File: config.mk
export PLATFORM = sky130hd
export DESIGN_NAME = mlt3_line_codec
export DESIGN_NICKNAME = d
export VERILOG_FILES = /design/src/rtl/mlt3_pkg.sv /design/src/rtl/mlt3_mode_ctrl.sv /design/src/rtl/mlt3_tx_enc.sv /design/src/rtl/mlt3_rx_dec.sv /design/src/rtl/mlt3_line_codec.sv
export SDC_FILE = /design/constraint.sdc
export NUM_CORES = 1
export LEC_CHECK = 0
export BUFFER_PORTS_ARGS = -buffer_cell sky130_fd_sc_hd__buf_4
export CORE_AREA = 8 8 45 47
export CTS_CLUSTER_SIZE = 25
export DETAILED_ROUTE_END_ITERATION = 8
export DIE_AREA = 0 0 53 55
export GPL_TIMING_DRIVEN = 0
export PLACE_DENSITY = 0.53
export SYNTH_ARGS = -nofsm -noshare
export SYNTH_HDL_FRONTEND = slang
export SYNTH_SLANG_ARGS = --single-unit
File: constraint.sdc
create_clock -name clk -period 1.3 [get_ports clk]
set_clock_uncertainty 0.15 [all_clocks]
set_input_delay 0.065 -clock clk [delete_from_list [all_inputs] [get_ports clk]]
set_output_delay 0.065 -clock clk [all_outputs]
set_load 0.1 [all_outputs]
File: src/rtl/mlt3_pkg.sv
package mlt3_pkg;

    localparam int SYM_W = 2;

    localparam logic [SYM_W-1:0] SYM_ZERO = 2'b00;
    localparam logic [SYM_W-1:0] SYM_POS  = 2'b01;
    localparam logic [SYM_W-1:0] SYM_NEG  = 2'b11;
    localparam logic [SYM_W-1:0] SYM_BAD  = 2'b10;

    typedef enum logic [1:0] {
        ST_ZERO_UP = 2'd0,
        ST_POS     = 2'd1,
        ST_ZERO_DN = 2'd2,
        ST_NEG     = 2'd3
    } enc_state_t;

    typedef enum logic [1:0] {
        SRC_LINE_MLT3 = 2'd0,
        SRC_LINE_BIN  = 2'd1,
        SRC_LOOP      = 2'd2,
        SRC_PARKED    = 2'd3
    } rx_src_t;

    function automatic logic [SYM_W-1:0] sym_of_state(input enc_state_t s);
        logic [SYM_W-1:0] r;
        unique case (s)
            ST_POS:  r = SYM_POS;
            ST_NEG:  r = SYM_NEG;
            default: r = SYM_ZERO;
        endcase
        return r;
    endfunction

endpackage

File: src/rtl/mlt3_mode_ctrl.sv
module mlt3_mode_ctrl
    import mlt3_pkg::*;
(
    input  logic    enc_binary,
    input  logic    loop_en,
    input  logic    cable_fault,
    output logic    tx_binary,
    output rx_src_t rx_src
);

    // Loopback forces binary coding on the line.
    always_comb begin
        tx_binary = enc_binary | loop_en;
    end

    // Receive source priority: loopback, then fault, then coding.
    always_comb begin
        if (loop_en) begin
            rx_src = SRC_LOOP;
        end else if (cable_fault) begin
            rx_src = SRC_PARKED;
        end else if (enc_binary) begin
            rx_src = SRC_LINE_BIN;
        end else begin
            rx_src = SRC_LINE_MLT3;
        end
    end

endmodule

File: src/rtl/mlt3_tx_enc.sv
module mlt3_tx_enc
    import mlt3_pkg::*;
(
    input  logic             clk,
    input  logic             rst,
    input  logic             tx_bit,
    input  logic             use_bin,
    output logic [SYM_W-1:0] line_tx
);

    enc_state_t       state_q;
    enc_state_t       state_d;
    logic [SYM_W-1:0] sym_d;
    logic [SYM_W-1:0] sym_q;

    // Next-state logic: a 1 under MLT-3 coding steps around the ring.
    always_comb begin
        state_d = state_q;
        if (!use_bin && tx_bit) begin
            unique case (state_q)
                ST_ZERO_UP: state_d = ST_POS;
                ST_POS:     state_d = ST_ZERO_DN;
                ST_ZERO_DN: state_d = ST_NEG;
                ST_NEG:     state_d = ST_ZERO_UP;
            endcase
        end
    end

    // State register.
    always_ff @(posedge clk) begin
        if (rst) begin
            state_q <= ST_ZERO_UP;
        end else begin
            state_q <= state_d;
        end
    end

    // Output symbol.
    always_comb begin
        if (use_bin) begin
            sym_d = tx_bit ? SYM_POS : SYM_NEG;
        end else begin
            sym_d = sym_of_state(state_d);
        end
    end

    always_ff @(posedge clk) begin
        if (rst) begin
            sym_q <= SYM_ZERO;
        end else begin
            sym_q <= sym_d;
        end
    end

    assign line_tx = sym_q;

    assert_zero_bit_holds_R2: assert property (@(posedge clk) disable iff (rst)
        (!use_bin && !tx_bit) |=> $stable(state_q));

    assert_step_leaves_zero_R2: assert property (@(posedge clk) disable iff (rst)
        (!use_bin && tx_bit && (state_q == ST_ZERO_UP || state_q == ST_ZERO_DN))
        |=> (line_tx != SYM_ZERO));

    assert_binary_level_R3: assert property (@(posedge clk) disable iff (rst)
        use_bin |=> (line_tx == ($past(tx_bit) ? SYM_POS : SYM_NEG)));

    assert_no_bad_code_R6: assert property (@(posedge clk) disable iff (rst)
        line_tx != SYM_BAD);

    assert_state_frozen_R10: assert property (@(posedge clk) disable iff (rst)
        use_bin |=> $stable(state_q));

endmodule

File: src/rtl/mlt3_rx_dec.sv
module mlt3_rx_dec
    import mlt3_pkg::*;
#(
    parameter logic PARK_LEVEL = 1'b0
) (
    input  logic             clk,
    input  logic             rst,
    input  logic [SYM_W-1:0] line_rx,
    input  logic             loop_bit,
    input  rx_src_t          src,
    output logic             rx_bit
);

    logic [SYM_W-1:0] lvl_now;
    logic [SYM_W-1:0] prev_q;
    logic             bit_d;
    logic             bit_q;

    // The unused code reads as level 0.
    always_comb begin
        lvl_now = (line_rx == SYM_BAD) ? SYM_ZERO : line_rx;
    end

    always_comb begin
        unique case (src)
            SRC_LINE_MLT3: bit_d = (lvl_now != prev_q);
            SRC_LINE_BIN:  bit_d = (lvl_now == SYM_POS);
            SRC_LOOP:      bit_d = loop_bit;
            SRC_PARKED:    bit_d = PARK_LEVEL;
        endcase
    end

    // The previous level tracks the line in every mode.
    always_ff @(posedge clk) begin
        if (rst) begin
            prev_q <= SYM_ZERO;
            bit_q  <= 1'b0;
        end else begin
            prev_q <= lvl_now;
            bit_q  <= bit_d;
        end
    end

    assign rx_bit = bit_q;

    assert_loop_echo_R7: assert property (@(posedge clk) disable iff (rst)
        (src == SRC_LOOP) |=> (rx_bit == $past(loop_bit)));

    assert_parked_R9: assert property (@(posedge clk) disable iff (rst)
        (src == SRC_PARKED) |=> (rx_bit == PARK_LEVEL));

    assert_bin_rx_R5: assert property (@(posedge clk) disable iff (rst)
        (src == SRC_LINE_BIN && line_rx != SYM_POS) |=> !rx_bit);

endmodule

File: src/rtl/mlt3_line_codec.sv
module mlt3_line_codec
    import mlt3_pkg::*;
#(
    parameter logic PARK_LEVEL = 1'b0
) (
    input  logic             clk,
    input  logic             rst,
    input  logic             tx_bit,
    input  logic             enc_binary,
    input  logic             loop_en,
    input  logic             cable_fault,
    input  logic [SYM_W-1:0] line_rx,
    output logic [SYM_W-1:0] line_tx,
    output logic             rx_bit
);

    logic    tx_binary;
    rx_src_t rx_src;

    mlt3_mode_ctrl u_mode (
        .enc_binary  (enc_binary),
        .loop_en     (loop_en),
        .cable_fault (cable_fault),
        .tx_binary   (tx_binary),
        .rx_src      (rx_src)
    );

    mlt3_tx_enc u_tx (
        .clk     (clk),
        .rst     (rst),
        .tx_bit  (tx_bit),
        .use_bin (tx_binary),
        .line_tx (line_tx)
    );

    mlt3_rx_dec #(
        .PARK_LEVEL (PARK_LEVEL)
    ) u_rx (
        .clk      (clk),
        .rst      (rst),
        .line_rx  (line_rx),
        .loop_bit (tx_bit),
        .src      (rx_src),
        .rx_bit   (rx_bit)
    );

    assert_loop_binary_line_R8: assert property (@(posedge clk) disable iff (rst)
        loop_en |=> (line_tx == ($past(tx_bit) ? SYM_POS : SYM_NEG)));

    assert_fault_parks_R9: assert property (@(posedge clk) disable iff (rst)
        (cable_fault && !loop_en) |=> (rx_bit == PARK_LEVEL));

endmodule

# After elaboration in Yosys (flattened, before gate mapping)
# Cells that the tools add are included.
# W data, S select, Z words.
# totals
mem_bits_rw	0
mem_count	0
latchBits	0
inputBits	8
romBits	0
ff_bits	7
elab_cells	30
# op_classes
eq_ne	11
div	0
n_shift	0
n_reduce_logical	4
addsub	0
bitwise_logic	1
n_lt_le_gt_ge	0
multipliers	0
mux	10
# op_table
cell	n
$eq A2 B2 Y1 const B	6
$mux W2	6
$eq A2 B1 Y1 const B	4
$pmux W2 S4	1
$logic_not A2 Y1	2
$pmux W1 S4	1
$pmux W2 S2	1
$ne A2 B2 Y1	1
$logic_and A1 B1 Y1	1
$logic_not A1 Y1	1
$mux W1	1
$or A1 B1 Y1	1

# Longest topological paths before layout
# Gate-level depths: netlist of run 1.
# logic_depth
word_depth	7
ltp_mapped	5

# By module
# From an unflattened synthesis of run 1, not the netlist that was laid out.
# unflattened
cells_unflattened	35
area_unflattened_um2	354.1
# by_module_without_submodules
module	n_inst	area_per_inst_um2	cells_per_inst
mlt3_tx_enc	1	196.4	19
mlt3_rx_dec	1	135.1	13
mlt3_mode_ctrl	1	22.5	3

# Worst setup path before layout of run 1
# No wires, ideal clock.
# synth_path
path_kind	reg-to-reg
startpoint	register u_tx.state_q[0]
endpoint	register u_tx.sym_q[1], in the netlist u_tx.line_tx[1]
path_slack_ns	0.172
synth_period_minus_slack_ns	1.128
arrival_ns	0.861
setup_time_ns	0.117
stages_incl_launch_ff	6
cell_sequence	dfxtp_1 > inv_1 > ha_1 > nor2_1 > nand3b_1 > a21oi_1
# synth_via
elab_chain_cells	6
# synth_rtl
element	line	rtl
from (decl)	mlt3_tx_enc.sv:11	enc_state_t state_q;
from (signal assigned)	mlt3_tx_enc.sv:34	state_q <= state_d;
$eq A2 B2 Y1, or another cell as far along	mlt3_tx_enc.sv:20	unique case (state_q)
$pmux W2 S4	mlt3_tx_enc.sv:20	
$mux W2 *	mlt3_tx_enc.sv:19	if (!use_bin && tx_bit) begin
$eq A2 B2 Y1 / $eq A2 B1 Y1 (equally long branches)	mlt3_pkg.sv:26	unique case (s)
$pmux W2 S2 *	mlt3_pkg.sv:26	
$mux W2 *	mlt3_tx_enc.sv:40	if (use_bin) begin
to (signal assigned)	mlt3_tx_enc.sv:51	sym_q <= sym_d;
to (decl)	mlt3_tx_enc.sv:14	logic [SYM_W-1:0] sym_q;
# Mark *: on every way between the ends. The rest lies on a longest branch, timed or not.
# A chain may end at the register's enable or synchronous reset.

# Worst setup path in the final report of run 1
# layout_path
startpoint	input port tx_bit
endpoint	register u_tx.state_q[1]
# layout_via
elab_chain_cells	2
# layout_rtl
element	line	rtl
from (decl)	mlt3_line_codec.sv:8	input logic tx_bit,
$logic_and A1 B1 Y1	mlt3_tx_enc.sv:19	
$mux W2	mlt3_tx_enc.sv:19	
# No other way between the ends.

==> results of run 1 <==
## cell usage after synthesis (all sizes together)
cell,count
dfxtp,7
nand2,4
nor2,4
a21oi,2
ha,2
inv,2
nand2b,2
or3,2
a211o,1
a211oi,1
a21o,1
a31oi,1
and2,1
mux2i,1
nand3b,1
nor2b,1
nor3,1
nor3b,1
o21ai,1
o22ai,1
## power by group through the flow
stage	combinational, mW	clock (mW)	sequential [mW]
detailed placement	0.108	0	0.235
CTS	0.120	0.220	0.230
global placement	0.109	0	0.235
finish	0.125	0.210	0.231
global route	0.134	0.237	0.232
floorplan	0.0276	0	0.277
## state kept, by name (all words and copies together) (netlist names)
name	cells
u_rx.prev_q	2
u_rx.rx_bit	1
u_tx.line_tx	2
u_tx.state_q	2
## what timing repair did
| action | 4_1_cts | 5_1_grt |
|---|---|---|
| setup endpoints to repair | 0 | 1 |
| hold buffers | 5 | 1 |
| resized for setup | 0 | 2 |
| endpoints found under the hold margin | 7 | 1 |
| setup buffers | 0 | 0 |
## final timing paths
| check | startpoint | endpoint | slack [ns] | depth (start not counted) |
|---|---|---|---|---|
| setup / recovery | tx_bit | u_tx.state_q[1]$_SDFF_PP0_ | 0.08 | 5 |
| hold / removal | loop_en | u_tx.state_q[0]$_SDFF_PP0_ | -0.01 | 4 |
| setup reg to reg | u_tx.state_q[1]$_SDFF_PP0_ | u_tx.line_tx[1]$_SDFF_PP0_ | 0.10 | 5 |
| hold reg to reg | u_tx.state_q[0]$_SDFF_PP0_ | u_tx.state_q[0]$_SDFF_PP0_ | 0.36 | 2 |
## critical path, cell delays in order
cell and delay (ns):
dlygate4sd3_1 0.53, buf_4 0.12, nor3b_4 0.25, mux2i_1 0.21
nor2_1 0.05
## per-layer routing
layer / track usage (%) / share of wire [%]
met1: 7.76 / 48
met2: 7.62 / 40
met3: 2.14 / 9.1
met4: 9.05 / 2.5
met5: 0 / 0
## final cells by class
| type | instances | area (um2) | area share (%) |
|---|---|---|---|
| clock buffer | 4 | 26.3 | 5.10 |
| multi-input combinational | 28 | 185 | 35.9 |
| timing repair buffer | 16 | 135 | 26.2 |
| inverter | 2 | 7.51 | 1.46 |
| sequential | 7 | 141 | 27.4 |
| tap | 16 | 20.0 | 3.88 |
## metrics by stage
stage | worst slack [ns] | instances | hold slack [ns]
6_report | 0.0791 | 73 | -0.0108
5_1_grt | 0.0268 | 73 | 0.00697
4_1_cts | 0.0374 | 72 | -0.0501
3_5_place_dp | 0.0899 | 63 | 0.141
3_3_place_gp | 0.0781 | 63 | 0.145
2_1_floorplan | 0.172 | 37 | -0.0159
## kinds of logic after synthesis
group,after synthesis,share of synthesized area (%)
buffers and inverters,2,2.30
AND/OR/NAND/NOR,17,28.3
adder cells (fa/ha/maj),2,7.66
AO/OA/AOI/OAI,8,15.7
flip-flops,7,42.9
multiplexers,1,3.07
==> results.py, run 1 <==
metrics = {
    "run_status": {
        "outcome": "finished with violations",
        "violations": "negative hold slack",
    },
    "pwr": {
        "power-per-cell-area_nw_per_um2": 1100,
        "seqPwrFrac_pct": 40.7,
        "ir_drop_v": 0.000352,
        "p_comb_share_pct": 22.1,
        "swShare_pct": 30.3,
        "p_leak_nw": 0.212,
        "power.total_uw": 567,
        "clockPowerShare_pct": 37.1,
        "p_sw_uw": 172,
        "internal_power_uw": 395,
    },
    "routing": {
        "via_count": 313,
        "via_per_inst": 4.29,
        "drc": 0,
        "drtAntennaViolNets": 0,
        "wl_per_cell_um": 10.5,
        "routed_wl_um": 766,
        "first_iter_violations": 14,
        "drt_pre_antenna_iters": 4,
    },
    "final_layout": {
        "layout_common_cells": "buf_4, dlygate4sd3_1, dfxtp_1, nor2_1, nand2_1",
        "final_cell_area_um2": 515,
        "drive_gt1_share_pct": 26.3,
        "mostFrequentLayoutCell": "buf_4",
        "fin_util_pct": 37.3,
        "antenna_cells": 0,
        "nFillCells": 137,
        "area_growth_syn_to_layout_pct": 57.9,
        "nets": 68,
    },
    "placed_design": {
        "io_buffers": 10,
        "dp_hpwl_um": 535,
        "placed_area_um2": 422,
        "place.gp.congestion": 0.707,
    },
    "logic_synthesis": {
        "synthesis.nets": 47,
        "syn-cell-area_um2": 327,
        "ys_seq_area_share_pct": 42.9,
        "synth_top_cells_by_area": "dfxtp_1, ha_1, nand2_1",
        "yosysWarnings": 0,
        "ys_types": 20,
        "yosysTopAreaCell": "dfxtp_1",
        "synth_seq_cells": 7,
        "synth_top_area_share_pct": 42.9,
        "syn_area_per_cell_um2": 8.83,
        "syn_inst": 37,
    },
    "critical_path": {
        "critPathLaunchType": "input pin",
        "worstSetupPathType": "input pin to flip-flop",
        "end_kind": "flip-flop",
        "cp_max_fo": 5,
        "worst_ep_arrival_time_ns": 1.22,
        "required_ns": 1.29,
    },
    "clock_tree": {
        "htreeDepth": 1,
        "cts_buffers": 3,
        "clk_pin_slew_ns": 0.06,
        "cts_num_sinks": 7,
        "cts_tree": "done",
        "clockRootBuffer": "clkbuf_4",
        "clk_path_buf_depth": 2,
        "clk_latency_ns": 0.26,
    },
    "floorplanning": {
        "die_w_um": 53,
        "core_um2": 1380,
        "die_area_um2": 2920,
        "io_pins": 11,
        "initial_core_util_pct": 23.6,
        "std_cell_rows": 14,
        "die_h_um": 55,
    },
    "timing": {
        "finalHoldViolCount": 1,
        "whs_ns": -0.0108,
        "finalSetupTns_ns": 0,
        "period_share_pct": 93.9,
        "tightest_slew_ns": 0.280,
        "slew_viol_final": 0,
        "maxSlewHeadroom_pct": 81.5,
        "clock.fmax_mhz": 819,
        "rsz0062_at_grt": "false",
        "fin_crit_ns": 1.22,
        "setup_violations": 0,
    },
    "global_route": {
        "grt_max_degree": 7,
        "first_global_vias": 307,
        "grt-ovfl-total": 0,
        "grt_antenna_before_repair": 0,
        "track_usage_pct": 6.51,
        "grt_pass1_wl_um": 1320,
    },
    "min_path": {
        "hold_class": "input pin to flip-flop",
    },
    "run": {
        "cap_violations": 0,
    },
}
Power figures use the tool's default switching activity.
==> run 2: changes to the inputs <==
--- a/config.mk
+++ b/config.mk
@@ -5,13 +5,13 @@
 export SDC_FILE = /design/constraint.sdc
 export NUM_CORES = 1
 export LEC_CHECK = 0
-export BUFFER_PORTS_ARGS = -buffer_cell sky130_fd_sc_hd__buf_4
 export CORE_AREA = 8 8 45 47
 export CTS_CLUSTER_SIZE = 25
 export DETAILED_ROUTE_END_ITERATION = 8
 export DIE_AREA = 0 0 53 55
+export DONT_BUFFER_PORTS = 1
 export GPL_TIMING_DRIVEN = 0
-export PLACE_DENSITY = 0.53
+export PLACE_DENSITY = 0.46
 export SYNTH_ARGS = -nofsm -noshare
 export SYNTH_HDL_FRONTEND = slang
 export SYNTH_SLANG_ARGS = --single-unit
==> constraint.sdc (replaced) <==
create_clock -name clk -period 1.15 [get_ports clk]
set_clock_uncertainty 0.15 [all_clocks]
set_input_delay 0.0575 -clock clk [delete_from_list [all_inputs] [get_ports clk]]
set_output_delay 0.0575 -clock clk [all_outputs]
set_load 0.1 [all_outputs]
==> run 2 against run 1 <==
Net effect: the flow still finishes with violations (negative hold slack); non-clock buffer count decreased by 14; critical path type is now flip-flop to flip-flop; sequential share of layout area is 6.8 points higher; global-route usage decreased by 1.2 points; combinational power decreased by 60%; clock-buffer cell count is the same; critical path depth decreased by 1; clock power grew 5%; critical endpoint is now u_tx.line_tx[1]$_SDFF_PP0_; total power rose by 2.5%; register-to-register slack lost 0.06 ns.
==> results.py, run 2 (synthesis gave the netlist of run 1 again) <==
metrics = {
    "placed_design": {
        "place.gp.congestion": 0.627,
        "dp.cells": 53,
        "placed_area_um2": 347,
        "io_buffers": 0,
    },
    "global_route": {
        "grt_pass1_wl_um": 1060,
        "grt_max_degree": 8,
        "track_usage_pct": 5.30,
        "grt_antenna_before_repair": 0,
        "grt-ovfl-total": 0,
        "first_global_vias": 242,
    },
    "clock_tree": {
        "cts_tree": "done",
        "clk_latency_ns": 0.25,
        "htreeDepth": 1,
        "cts_hold_buf": 1,
        "clk_path_buf_depth": 2,
        "cts_buffers": 3,
        "cts_num_sinks": 7,
        "clk_pin_slew_ns": 0.06,
        "clockRootBuffer": "clkbuf_4",
    },
    "pwr": {
        "power-per-cell-area_nw_per_um2": 1320,
        "p_leak_nw": 0.151,
        "ir_drop_v": 0.000506,
    },
    "floorplanning": {
        "io_pins": 11,
        "initial_core_util_pct": 23.6,
        "die_w_um": 53,
        "core_um2": 1380,
        "die_h_um": 55,
        "std_cell_rows": 14,
        "die_area_um2": 2920,
    },
    "final_layout": {
        "layoutNonFillerInstCount": 59,
        "antenna_cells": 0,
        "layout_common_cells": "dfxtp_2, nand2_1, nor2_1, clkbuf_4",
        "mostFrequentLayoutCell": "dfxtp_2",
        "drive_gt1_share_pct": 41.9,
        "nets": 54,
        "final_cell_area_um2": 439,
        "area_growth_syn_to_layout_pct": 34.5,
    },
    "critical_path": {
        "end_kind": "flip-flop",
        "cp_max_fo": 4,
        "worst_ep_arrival_time_ns": 1.14,
        "required_ns": 1.18,
        "critPathLaunchType": "flip-flop",
        "worstSetupPathType": "flip-flop to flip-flop",
    },
    "routing": {
        "via_per_inst": 4.47,
        "routed_wl_um": 679,
        "wl_per_cell_um": 11.5,
        "drc": 0,
        "first_iter_violations": 3,
        "drtAntennaViolNets": 0,
        "via_count": 264,
        "drt_pre_antenna_iters": 2,
    },
    "timing": {
        "maxSlewHeadroom_pct": 66.5,
        "fin_crit_ns": 1.11,
        "whs_ns": -0.290,
        "rsz0062_at_grt": "true",
        "clock.fmax_mhz": 903,
        "finalSetupTns_ns": 0,
        "finalHoldViolCount": 6,
        "setup_violations": 0,
        "tightest_slew_ns": 0.503,
        "period_share_pct": 96.3,
        "slew_viol_final": 0,
    },
    "min_path": {
        "hold_class": "input pin to flip-flop",
    },
    "run_status": {
        "outcome": "finished with violations",
        "violations": "negative hold slack",
    },
    "run": {
        "cap_violations": 0,
    },
}
## run 2: cell count changes in the layout (fill, tap and decap cells not counted), sizes merged
cell,change
buf,-9
dlygate4sd3,-5
## run 2: report_power, final
group / internal [mW] / switching [mW] / leakage [nW] / total (mW)
Clock: 0.132 / 0.0883 / 0.0150 / 0.221
Combinational: 0.0298 / 0.0205 / 0.0754 / 0.0503
Sequential: 0.255 / 0.0546 / 0.0601 / 0.310
## run 2: critical path, stage by stage (launching register included)
cell and delay (ns):
dfxtp_4 0.38, inv_4 0.04, ha_4 0.25, nand3b_1 0.07, a21oi_1 0.15
## run 2: metal layers
metal	global-route usage (%)	vias up	share of wire (%)
met2	7.03	9	48
met5	0	-	0
met3	2.94	2	10
met1	5.33	113	39
li1	-	140	-
met4	6.47	0	1.8
## run 2: repair_timing
item / in CTS / in global routing
gates cloned: 0 / 0
endpoints found under the hold margin: 7 / 6
endpoints found under the setup margin: 6 / 5
gates resized for setup: 5 / 12
buffers inserted: 1 / 0
pin swaps: 1 / 5
## run 2: final timing paths
check	start	endpoint	slack (ns)	cells past startpoint
max	u_tx.state_q[1]$_SDFF_PP0_	u_tx.line_tx[1]$_SDFF_PP0_	0.04	4
min	rst	u_tx.line_tx[0]$_SDFF_PP0_	-0.29	1
max reg2reg	u_tx.state_q[1]$_SDFF_PP0_	u_tx.line_tx[1]$_SDFF_PP0_	0.04	4
min reg2reg	u_rx.prev_q[0]$_SDFF_PP0_	u_rx.rx_bit$_SDFF_PP0_	0.42	3
## run 2: final cells by class
class,instances,area [um2]
well taps,16,20.0
repair buffers,2,17.5
multi-input cells,28,215
flip-flops and latches,7,150
clock buffers,4,26.3
fillers,153,945
inverters,2,10.0
## run 2: stage by stage
stage / setup WS [ns] / util [%] / hold slack (ns) / total power [mW]
6_report: 0.0427 / 31.7 / -0.290 / 0.581
5_1_grt: -0.0136 / 31.7 / -0.312 / 0.616
4_1_cts: 0.0103 / 28.7 / -0.300 / 0.584
3_5_place_dp: -0.0620 / 25.0 / -0.0201 / 0.350
3_3_place_gp: -0.0795 / 25.0 / -0.0191 / 0.350
2_1_floorplan: 0.0223 / - / -0.0234 / 0.345
